**config.mk**
```make
export PLATFORM = sky130hd
export DESIGN_NAME = enc67_encoder
export DESIGN_NICKNAME = d
export VERILOG_FILES = /design/src/rtl/enc67_pkg.sv /design/src/rtl/enc67_popcount.sv /design/src/rtl/enc67_scrambler.sv /design/src/rtl/enc67_inv_select.sv /design/src/rtl/enc67_encoder.sv
export SDC_FILE = /design/constraint.sdc
export NUM_CORES = 1
export LEC_CHECK = 0
export ABC_AREA = 1
export BUFFER_PORTS_ARGS = -buffer_cell sky130_fd_sc_hd__buf_2
export CAP_MARGIN = 15
export CORE_ASPECT_RATIO = 2
export CORE_MARGIN = 1.5
export CORE_UTILIZATION = 54
export CTS_CLUSTER_DIAMETER = 50
export DETAILED_ROUTE_END_ITERATION = 10
export PLACE_DENSITY = 0.84
export SLEW_MARGIN = 20
export SYNTH_ARGS = -nofsm -noshare
export SYNTH_HDL_FRONTEND = slang
export SYNTH_SLANG_ARGS = --single-unit
```
**constraint.sdc**
```tcl
create_clock -name clk -period 14.2 [get_ports clk]
set_input_delay 2.84 -clock clk [delete_from_list [all_inputs] [get_ports clk]]
set_output_delay 2.84 -clock clk [all_outputs]
set_load 0.03 [all_outputs]
```
**src/rtl/enc67_pkg.sv**
```systemverilog
`timescale 1ns/1ps
package enc67_pkg;

    localparam int PAY_W    = 64;
    localparam int HDR_W    = 2;
    localparam int WORD_W   = PAY_W + HDR_W + 1;
    localparam int SCR_LEN  = 58;
    localparam int SCR_TAP  = 39;
    localparam int RD_LIMIT = 96;
    localparam int CNT_W    = $clog2(PAY_W) + 1;
    localparam int RD_W     = $clog2(RD_LIMIT + PAY_W + 2) + 1;

    typedef logic [PAY_W-1:0]          payload_t;
    typedef logic [SCR_LEN-1:0]        scr_state_t;
    typedef logic signed [RD_W-1:0]    rd_t;

    localparam scr_state_t SCR_SEED = '0;

    typedef struct packed {
        logic [HDR_W-1:0] hdr;
        logic             inv;
        payload_t         pay;
    } code_word_t;

    typedef struct packed {
        scr_state_t state;
        payload_t   data;
    } scr_result_t;

    // One 64-bit step of the x^58 + x^39 + 1 self-synchronizing scrambler.
    // ext[SCR_LEN-1] is the newest history bit; ext grows upward bit by bit.
    function automatic scr_result_t scramble_step(scr_state_t st, payload_t din);
        logic [SCR_LEN+PAY_W-1:0] ext;
        scr_result_t res;
        ext = '0;
        ext[SCR_LEN-1:0] = st;
        for (int i = 0; i < PAY_W; i++) begin
            ext[SCR_LEN+i] = din[i] ^ ext[SCR_LEN-SCR_TAP+i] ^ ext[i];
        end
        res.data  = ext[SCR_LEN +: PAY_W];
        res.state = ext[PAY_W +: SCR_LEN];
        return res;
    endfunction

    function automatic rd_t rd_abs(rd_t v);
        return (v < 0) ? -v : v;
    endfunction

endpackage

```
**src/rtl/enc67_popcount.sv**
```systemverilog
`timescale 1ns/1ps
module enc67_popcount #(
    parameter int W = 64
) (
    input  logic [W-1:0]          bits,
    output logic [$clog2(W):0]    ones
);
    localparam int CW = $clog2(W) + 1;

    // Heap-ordered adder tree: leaves at W..2W-1, root at 1.
    logic [CW-1:0] node [1:2*W-1];

    genvar gi;
    generate
        for (gi = 0; gi < W; gi++) begin : g_leaf
            assign node[W+gi] = CW'(bits[gi]);
        end
        for (gi = 1; gi < W; gi++) begin : g_sum
            assign node[gi] = node[2*gi] + node[2*gi+1];
        end
    endgenerate

    assign ones = node[1];

endmodule

```
**src/rtl/enc67_scrambler.sv**
```systemverilog
`timescale 1ns/1ps
module enc67_scrambler
    import enc67_pkg::*;
(
    input  logic     clk,
    input  logic     rst,
    input  logic     advance,
    input  payload_t din,
    output payload_t dout
);
    scr_state_t  state_q;
    scr_result_t step;

    always_comb step = scramble_step(state_q, din);

    assign dout = step.data;

    always_ff @(posedge clk) begin
        if (rst) begin
            state_q <= SCR_SEED;
        end else if (advance) begin
            state_q <= step.state;
        end
    end


    scr_hold_chk: assert property (@(posedge clk) disable iff (rst)
        !advance |=> $stable(state_q));

endmodule

```
**src/rtl/enc67_inv_select.sv**
```systemverilog
`timescale 1ns/1ps
module enc67_inv_select
    import enc67_pkg::*;
(
    input  rd_t  rd_now,
    input  rd_t  pay_disp,
    output logic invert,
    output rd_t  word_disp
);
    localparam rd_t ONE = rd_t'(1);

    rd_t keep_rd;
    rd_t flip_rd;

    always_comb begin
        keep_rd   = rd_now + pay_disp - ONE;
        flip_rd   = rd_now - pay_disp + ONE;
        invert    = rd_abs(keep_rd) > rd_abs(flip_rd);
        word_disp = invert ? (ONE - pay_disp) : (pay_disp - ONE);
    end

endmodule

```
**src/rtl/enc67_encoder.sv**
```systemverilog
`timescale 1ns/1ps
module enc67_encoder
    import enc67_pkg::*;
(
    input  logic              clk,
    input  logic              rst,
    input  logic              in_valid,
    output logic              in_ready,
    input  logic [HDR_W-1:0]  in_hdr,
    input  logic [PAY_W-1:0]  in_payload,
    output logic              out_valid,
    input  logic              out_ready,
    output logic [WORD_W-1:0] out_word
);
    code_word_t       out_q;
    logic             out_valid_q;
    rd_t              rd_q;
    rd_t              held_disp_q;

    logic             in_fire;
    logic             out_fire;
    rd_t              rd_eff;
    payload_t         scr_pay;
    logic [CNT_W-1:0] ones;
    rd_t              pay_disp;
    logic             invert;
    rd_t              word_disp;

    assign in_ready = !out_valid_q || out_ready;
    assign in_fire  = in_valid && in_ready;
    assign out_fire = out_valid_q && out_ready;

    // Running disparity as seen by the word being accepted now: include the
    // held word when it leaves on this same edge.
    assign rd_eff = out_fire ? (rd_q + held_disp_q) : rd_q;

    enc67_scrambler u_scr (
        .clk     (clk),
        .rst     (rst),
        .advance (in_fire),
        .din     (in_payload),
        .dout    (scr_pay)
    );

    enc67_popcount #(.W(PAY_W)) u_cnt (
        .bits (scr_pay),
        .ones (ones)
    );

    assign pay_disp = rd_t'({ones, 1'b0}) - rd_t'(PAY_W);

    enc67_inv_select u_sel (
        .rd_now    (rd_eff),
        .pay_disp  (pay_disp),
        .invert    (invert),
        .word_disp (word_disp)
    );

    always_ff @(posedge clk) begin
        if (rst) begin
            out_valid_q <= 1'b0;
            out_q       <= '0;
            held_disp_q <= '0;
            rd_q        <= '0;
        end else begin
            rd_q <= rd_eff;
            if (in_fire) begin
                out_valid_q <= 1'b1;
                out_q.hdr   <= in_hdr;
                out_q.inv   <= invert;
                out_q.pay   <= invert ? ~scr_pay : scr_pay;
                held_disp_q <= word_disp;
            end else if (out_fire) begin
                out_valid_q <= 1'b0;
            end
        end
    end

    assign out_valid = out_valid_q;
    assign out_word  = out_q;


    rd_bound_chk: assert property (@(posedge clk) disable iff (rst)
        rd_abs(rd_q) <= rd_t'(RD_LIMIT));


    stall_hold_chk: assert property (@(posedge clk) disable iff (rst)
        (out_valid_q && !out_ready) |=> (out_valid_q && $stable(out_q)));


    preamble_chk: assert property (@(posedge clk) disable iff (rst)
        out_valid_q |-> (out_q.hdr == 2'b01 || out_q.hdr == 2'b10));


    zero_rd_chk: assert property (@(posedge clk) disable iff (rst)
        (in_fire && rd_eff == '0) |=> !out_q.inv);


    fill_chk: assert property (@(posedge clk) disable iff (rst)
        in_fire |=> out_valid_q);

endmodule

```
# Word level (Yosys, flattened, before mapping)
# Cells that the tools add are included.
# word_totals
reg_bits	144
latchBits	0
ram_bits	0
mem_bits_ro	0
in_bits	70
out_inout_bits	69
word_cells	224
n_memories	0
# op_classes
add_sub_neg	73
multipliers	0
div	0
order_cmp	3
eq_ne	0
shift	0
mux	7
bitwise	129
n_reduce_logical	5
# ops
op	count
$xor A1 B1 Y1	128
$add A1 B1 Y2	32
$mux W64	1
$not A64 Y64	1
$add A2 B2 Y3	16
$mux W9	4
$add A3 B3 Y4	8
$add A4 B4 Y5	4
$add A9 B9 Y9	2
$lt A9 B1 Y1 const B	2
$neg A9 Y9	2
$sub A9 B2 Y9 const B	2
$add A5 B5 Y6	2
$add A9 B2 Y9 const B	1
$gt A9 B9 Y1	1
$sub A2 B9 Y9 const A	1
$sub A8 B7 Y9 const B	1
$sub A9 B9 Y9	1
$add A6 B6 Y7	1
$logic_and A1 B1 Y1	2
$mux W1	2
$reduce_bool A2 Y1	1
$logic_not A1 Y1	1
$logic_or A1 B1 Y1	1

# Logic depth before layout (Yosys ltp)
# logic_depth
depth_word	17
ltp_mapped	57

# By module
# A second synthesis with hierarchy kept.
# unflattened
cells_unflattened	1727
hier_area_um2	12808.5
# by_module_without_submodules
mod	n_inst	cells_each	area_each_um2	seq_area_each_um2
enc67_encoder	1	472	4331.7	1721.7
enc67_scrambler	1	656	4151.5	1161.1
enc67_popcount	1	235	2252.2	0.0
enc67_inv_select	1	364	2073.2	0.0

# Least setup slack after synthesis
# Ideal clock, no wire load.
# synth_path
kind	input -> register
start	in in_payload[0]
end	reg out_q (netlist bit out_word[39])
setup_time_ns	0.115
arrival_time_ns	12.264
t_required_ns	14.085
slack_ns	1.821
cell_stages	47
path_cell_list	xnor2_1 xnor2_1 xor2_1 inv_1 fa_1 fa_1 fa_1 inv_1 fa_1 inv_1 fa_1 fa_1 fa_1 inv_1 fa_1 inv_1 ha_1 nand3_1 [11 not listed] nand2_4 buf_8 nand2_1 o21ai_2 ha_1 a21oi_1 o21ai_0 nand2_1 o2111ai_1 nand2_1 o21ai_0 nand2_1 clkinv_1 nor2_2 inv_1 buf_2 o21ai_0 inv_1
# synth_between
elab_chain_len	17
# synth_rtl
element	line_no	source
from (decl)	enc67_encoder.sv:10	input logic [PAY_W-1:0] in_payload,
$xor A1 B1 Y1 (*) (4 in a row)	enc67_pkg.sv:38	ext[SCR_LEN+i] = din[i] ^ ext[SCR_LEN-SCR_TAP+i] ^ ext[i];
net scr_pay[39]	enc67_encoder.sv:23	payload_t scr_pay;
$add A1 B1 Y2	enc67_popcount.sv:19	assign node[gi] = node[2*gi] + node[2*gi+1];
$add A2 B2 Y3	enc67_popcount.sv:19	
$add A3 B3 Y4	enc67_popcount.sv:19	
$add A4 B4 Y5	enc67_popcount.sv:19	
$add A5 B5 Y6	enc67_popcount.sv:19	
$add A6 B6 Y7	enc67_popcount.sv:19	
$sub A8 B7 Y9	enc67_encoder.sv:50	assign pay_disp = rd_t'({ones, 1'b0}) - rd_t'(PAY_W);
$add A9 B9 Y9 / $sub A9 B9 Y9 (equally long branches)	enc67_inv_select.sv:16, enc67_inv_select.sv:17	
$sub A9 B2 Y9 / $add A9 B2 Y9 (equally long branches)	enc67_inv_select.sv:16, enc67_inv_select.sv:17	
$neg A9 Y9 / $lt A9 B1 Y1 (equally long branches)	enc67_pkg.sv:46	return (v < 0) ? -v : v;
$mux W9	enc67_pkg.sv:46	
$gt A9 B9 Y1	enc67_inv_select.sv:18	invert = rd_abs(keep_rd) > rd_abs(flip_rd);
$mux W64 (*)	enc67_encoder.sv:71	out_q.pay <= invert ? ~scr_pay : scr_pay;
to (decl)	enc67_encoder.sv:15	code_word_t out_q;
# Mark *: on every way through the listed nets, which the timed path passes. The rest lies on a longest branch.
# A chain may end at the register's enable or synchronous reset.

# Worst setup path after layout
# layout_path
start	in in_payload[20]
end	reg out_q (netlist bit out_word[31])
# layout_between
elab_chain_len	17
# layout_rtl
element	line_no
$xor A1 B1 Y1 (*) (2 in a row)	enc67_pkg.sv:38
$xor A1 B1 Y1 (2 in a row)	enc67_pkg.sv:38
$add A1 B1 Y2	enc67_popcount.sv:19
$add A2 B2 Y3	enc67_popcount.sv:19
$add A3 B3 Y4	enc67_popcount.sv:19
$add A4 B4 Y5	enc67_popcount.sv:19
$add A5 B5 Y6	enc67_popcount.sv:19
$add A6 B6 Y7 (*)	enc67_popcount.sv:19
$sub A8 B7 Y9 (*)	enc67_encoder.sv:50
$add A9 B9 Y9 / $sub A9 B9 Y9 (equally long branches)	enc67_inv_select.sv:16, enc67_inv_select.sv:17
$sub A9 B2 Y9 / $add A9 B2 Y9 (equally long branches)	enc67_inv_select.sv:16, enc67_inv_select.sv:17
$neg A9 Y9 / $lt A9 B1 Y1 (equally long branches)	enc67_pkg.sv:46
$mux W9	enc67_pkg.sv:46
$gt A9 B9 Y1 (*)	enc67_inv_select.sv:18
$mux W64 (*)	enc67_encoder.sv:71
# Every way passes the cells marked *; elsewhere a longest branch is shown, timed or not.

==> out/results.ini <==
[cells_and_area]
fill_cells=1599
postLayoutCoreUtil_pct=63.04
stdcell_area_um2=12210
syn_to_final_growth_pct=14.42
antenna_cells=0
drive_above_1_share_pct=18.04
num-nets-final=1698

[die]
pin_count=139
core_region_area_um2=19370
start_util_pct=55.10
rows=72
die_w_um=102.4
die_y_um=201.8
dieArea_um2=20670

[synthesis]
netlist_area_um2=10670
synth_top_cells_by_count=nand2_1, inv_1, dfxtp_1
synth.avg_cell_area_um2=7.677
yosysMostFrequentCell=nand2_1
synth_top_area_share_pct=27.01
ys_warn_count=0
synth_top_area_cell=dfxtp_1
synthTopCellsByArea=dfxtp_1, fa_1, nand2_1, ha_1, inv_1
synth-seq-cells=144
yosysSeqAreaShare_pct=27.01
syn_inst=1390
synth_edf_count=0
synthDistinctLibCells=48
syn_nets=1575
synthFlopType=dfxtp_1
async_reset_ff_share_pct=0

[worst_setup_path]
required_ns=14.54
criticalPathCategory=primary input to flop
critPathTopFamily=adder cells
slowest_delay_ns=0.54
cp-start-kind=primary input
crit_path_top_delay_cell=fa_1
critPathBufInv=9
cp-end-kind=flop
cp_max_fo=21
reg2reg_slack_ns=2.92
crit_arrival_ns=13.75
cpMostUsedCell=fa_1

[drt]
drc=0
post_drt_wl_per_cell_um=19.09
viasPerCell=5.588
dr_total_vias=9963
antenna_left=0
drt_first_pass_iters=7
routed_wl_um=34040
dr.first_iter.drc_count=768

[global_route]
grtUsageTotal_pct=34.36
grt_max_degree=90
overflow=0
antenna_found_initial=0
grt_pass1_vias=10170
grt_pass1_wl_um=52200

[cts]
worst_skew_pair.late_latency_ns=0.44
cts_buffer_depth=2
cts_buffers=17
root_buffer=clkbuf_16
cts_hold_buf=0
h-tree-depth=4
post_cts_buffers=0
cts_tree=built
clkTransAtPathRegs_ns=0.06
cts_resized=0
cts_sinks=144

[sta]
finClkSkew_ns=0.009884
drv_slew=0
worst_slack_ns=0.7924
maxClockFrequency_mhz=74.58
worst_pin_slew_ns=0.9161
rsz0062_at_grt=false
post-route-min-period_ns=13.41
hold_viol_final=0
finalSetupTns_ns=0
min_period_over_period_pct=94.42
finalSetupViolCount=0
relSlewSlack_pct=38.93

[placed_design]
detailedPlace.worstSlack_ns=0.5108
dp_hpwl_um=26230
postPlaceCellArea_um2=11600
io_buffers=138
routabilityCongestion=0.9700

[run]
cap_viol_max_count=0

[hold_path]
hp-class=flop to flop

[run_status]
status=finished clean

final cells by class:
type / instances / area (um2) / area share, %
Clock buffer: 22 / 484.2 / 3.966
Clock inverter: 8 / 126.4 / 1.035
Inverter: 198 / 743.2 / 6.087
Multi-Input combinational cell: 996 / 6822 / 55.87
Sequential cell: 144 / 2883 / 23.61
Tap cell: 259 / 324.1 / 2.654
Timing Repair Buffer: 156 / 828.3 / 6.783
stage by stage:
step	hold WS, ns	instances
after floorplan	0.4445	1390
after global placement	0.4573	1753
after CTS	0.4723	1783
after detailed placement	0.4639	1753
final	0.4698	1783
after global routing	0.4880	1783
worst reg2reg max path: cells and delay by family, from the launching register on:
family,cells,cell delay [ns]
AND/OR/NAND/NOR,14,1.28
XOR/XNOR,4,1.28
flip-flops,1,0.34
adder cells (fa/ha/maj),14,5.72
buffers and inverters,8,1.34
AO/OA/AOI/OAI,7,1.19
final timing paths:
kind / from / endpoint / depth (start not counted)
setup reg to reg: u_scr.state_q[39] / out_word[31] / 47
setup / recovery: in_payload[20] / out_word[31] / 48
hold reg to reg: u_scr.state_q[10] / u_scr.state_q[10] / 2
hold / removal: u_scr.state_q[10] / u_scr.state_q[10] / 2
metal layers:
| layer | GRT usage, % | vias to the layer above | part of all wire, % |
|---|---|---|---|
| met4 | 37.18 | 0 | 13 |
| met2 | 58.82 | 523 | 51 |
| met1 | 31.17 | 4597 | 30 |
| li1 | - | 4631 | - |
| met3 | 6.224 | 212 | 5.9 |
| met5 | 0 | - | 0 |
cells in the final DEF (no fill, tap or decap), types with 3 or more instances in the layout:
| cell type | n |
|---|---|
| clkbuf_16 | 17 |
| o21ai_1 | 3 |
| nand3_2 | 16 |
| inv_1 | 189 |
| nand3b_1 | 4 |
| nand2_2 | 10 |
| a311oi_1 | 3 |
| nand3_4 | 5 |
| nand2_1 | 296 |
| buf_2 | 137 |
| o221ai_1 | 3 |
| o21ai_2 | 5 |
| a31oi_1 | 27 |
| and2_1 | 4 |
| clkbuf_8 | 4 |
| bufinv_16 | 3 |
| xor2_1 | 77 |
| inv_2 | 8 |
| fa_1 | 57 |
| a21oi_1 | 98 |
| xnor2_1 | 75 |
| ha_1 | 58 |
| o21ai_0 | 76 |
| nand2_4 | 9 |
| nor2_2 | 3 |
| buf_4 | 19 |
| nand4_1 | 6 |
| o211ai_1 | 6 |
| dfxtp_1 | 144 |
| nor2_1 | 68 |
| or2_2 | 27 |
| nand3_1 | 42 |
| nor2_4 | 3 |
cell families after synthesis:
family,count (synthesis),share of synthesized area [%]
muxes,1,0.09380
xor gates and xnor gates,153,12.63
and+or+nand+nor,499,21.91
adders and majority gates,115,17.49
DFF,144,27.01
AOI/OAI and AO/OA,228,11.72
buffers and inverters,250,9.133
sequential cells by signal, indices dropped and copies added (netlist names):
register,cells
out_word,67
u_scr.state_q,58
out_valid,1
rd_q,9
held_disp_q,9
Power is left out: the tool's default activity adds up to more than one toggle a clock period on the data nets, which glitch-free logic cannot reach.
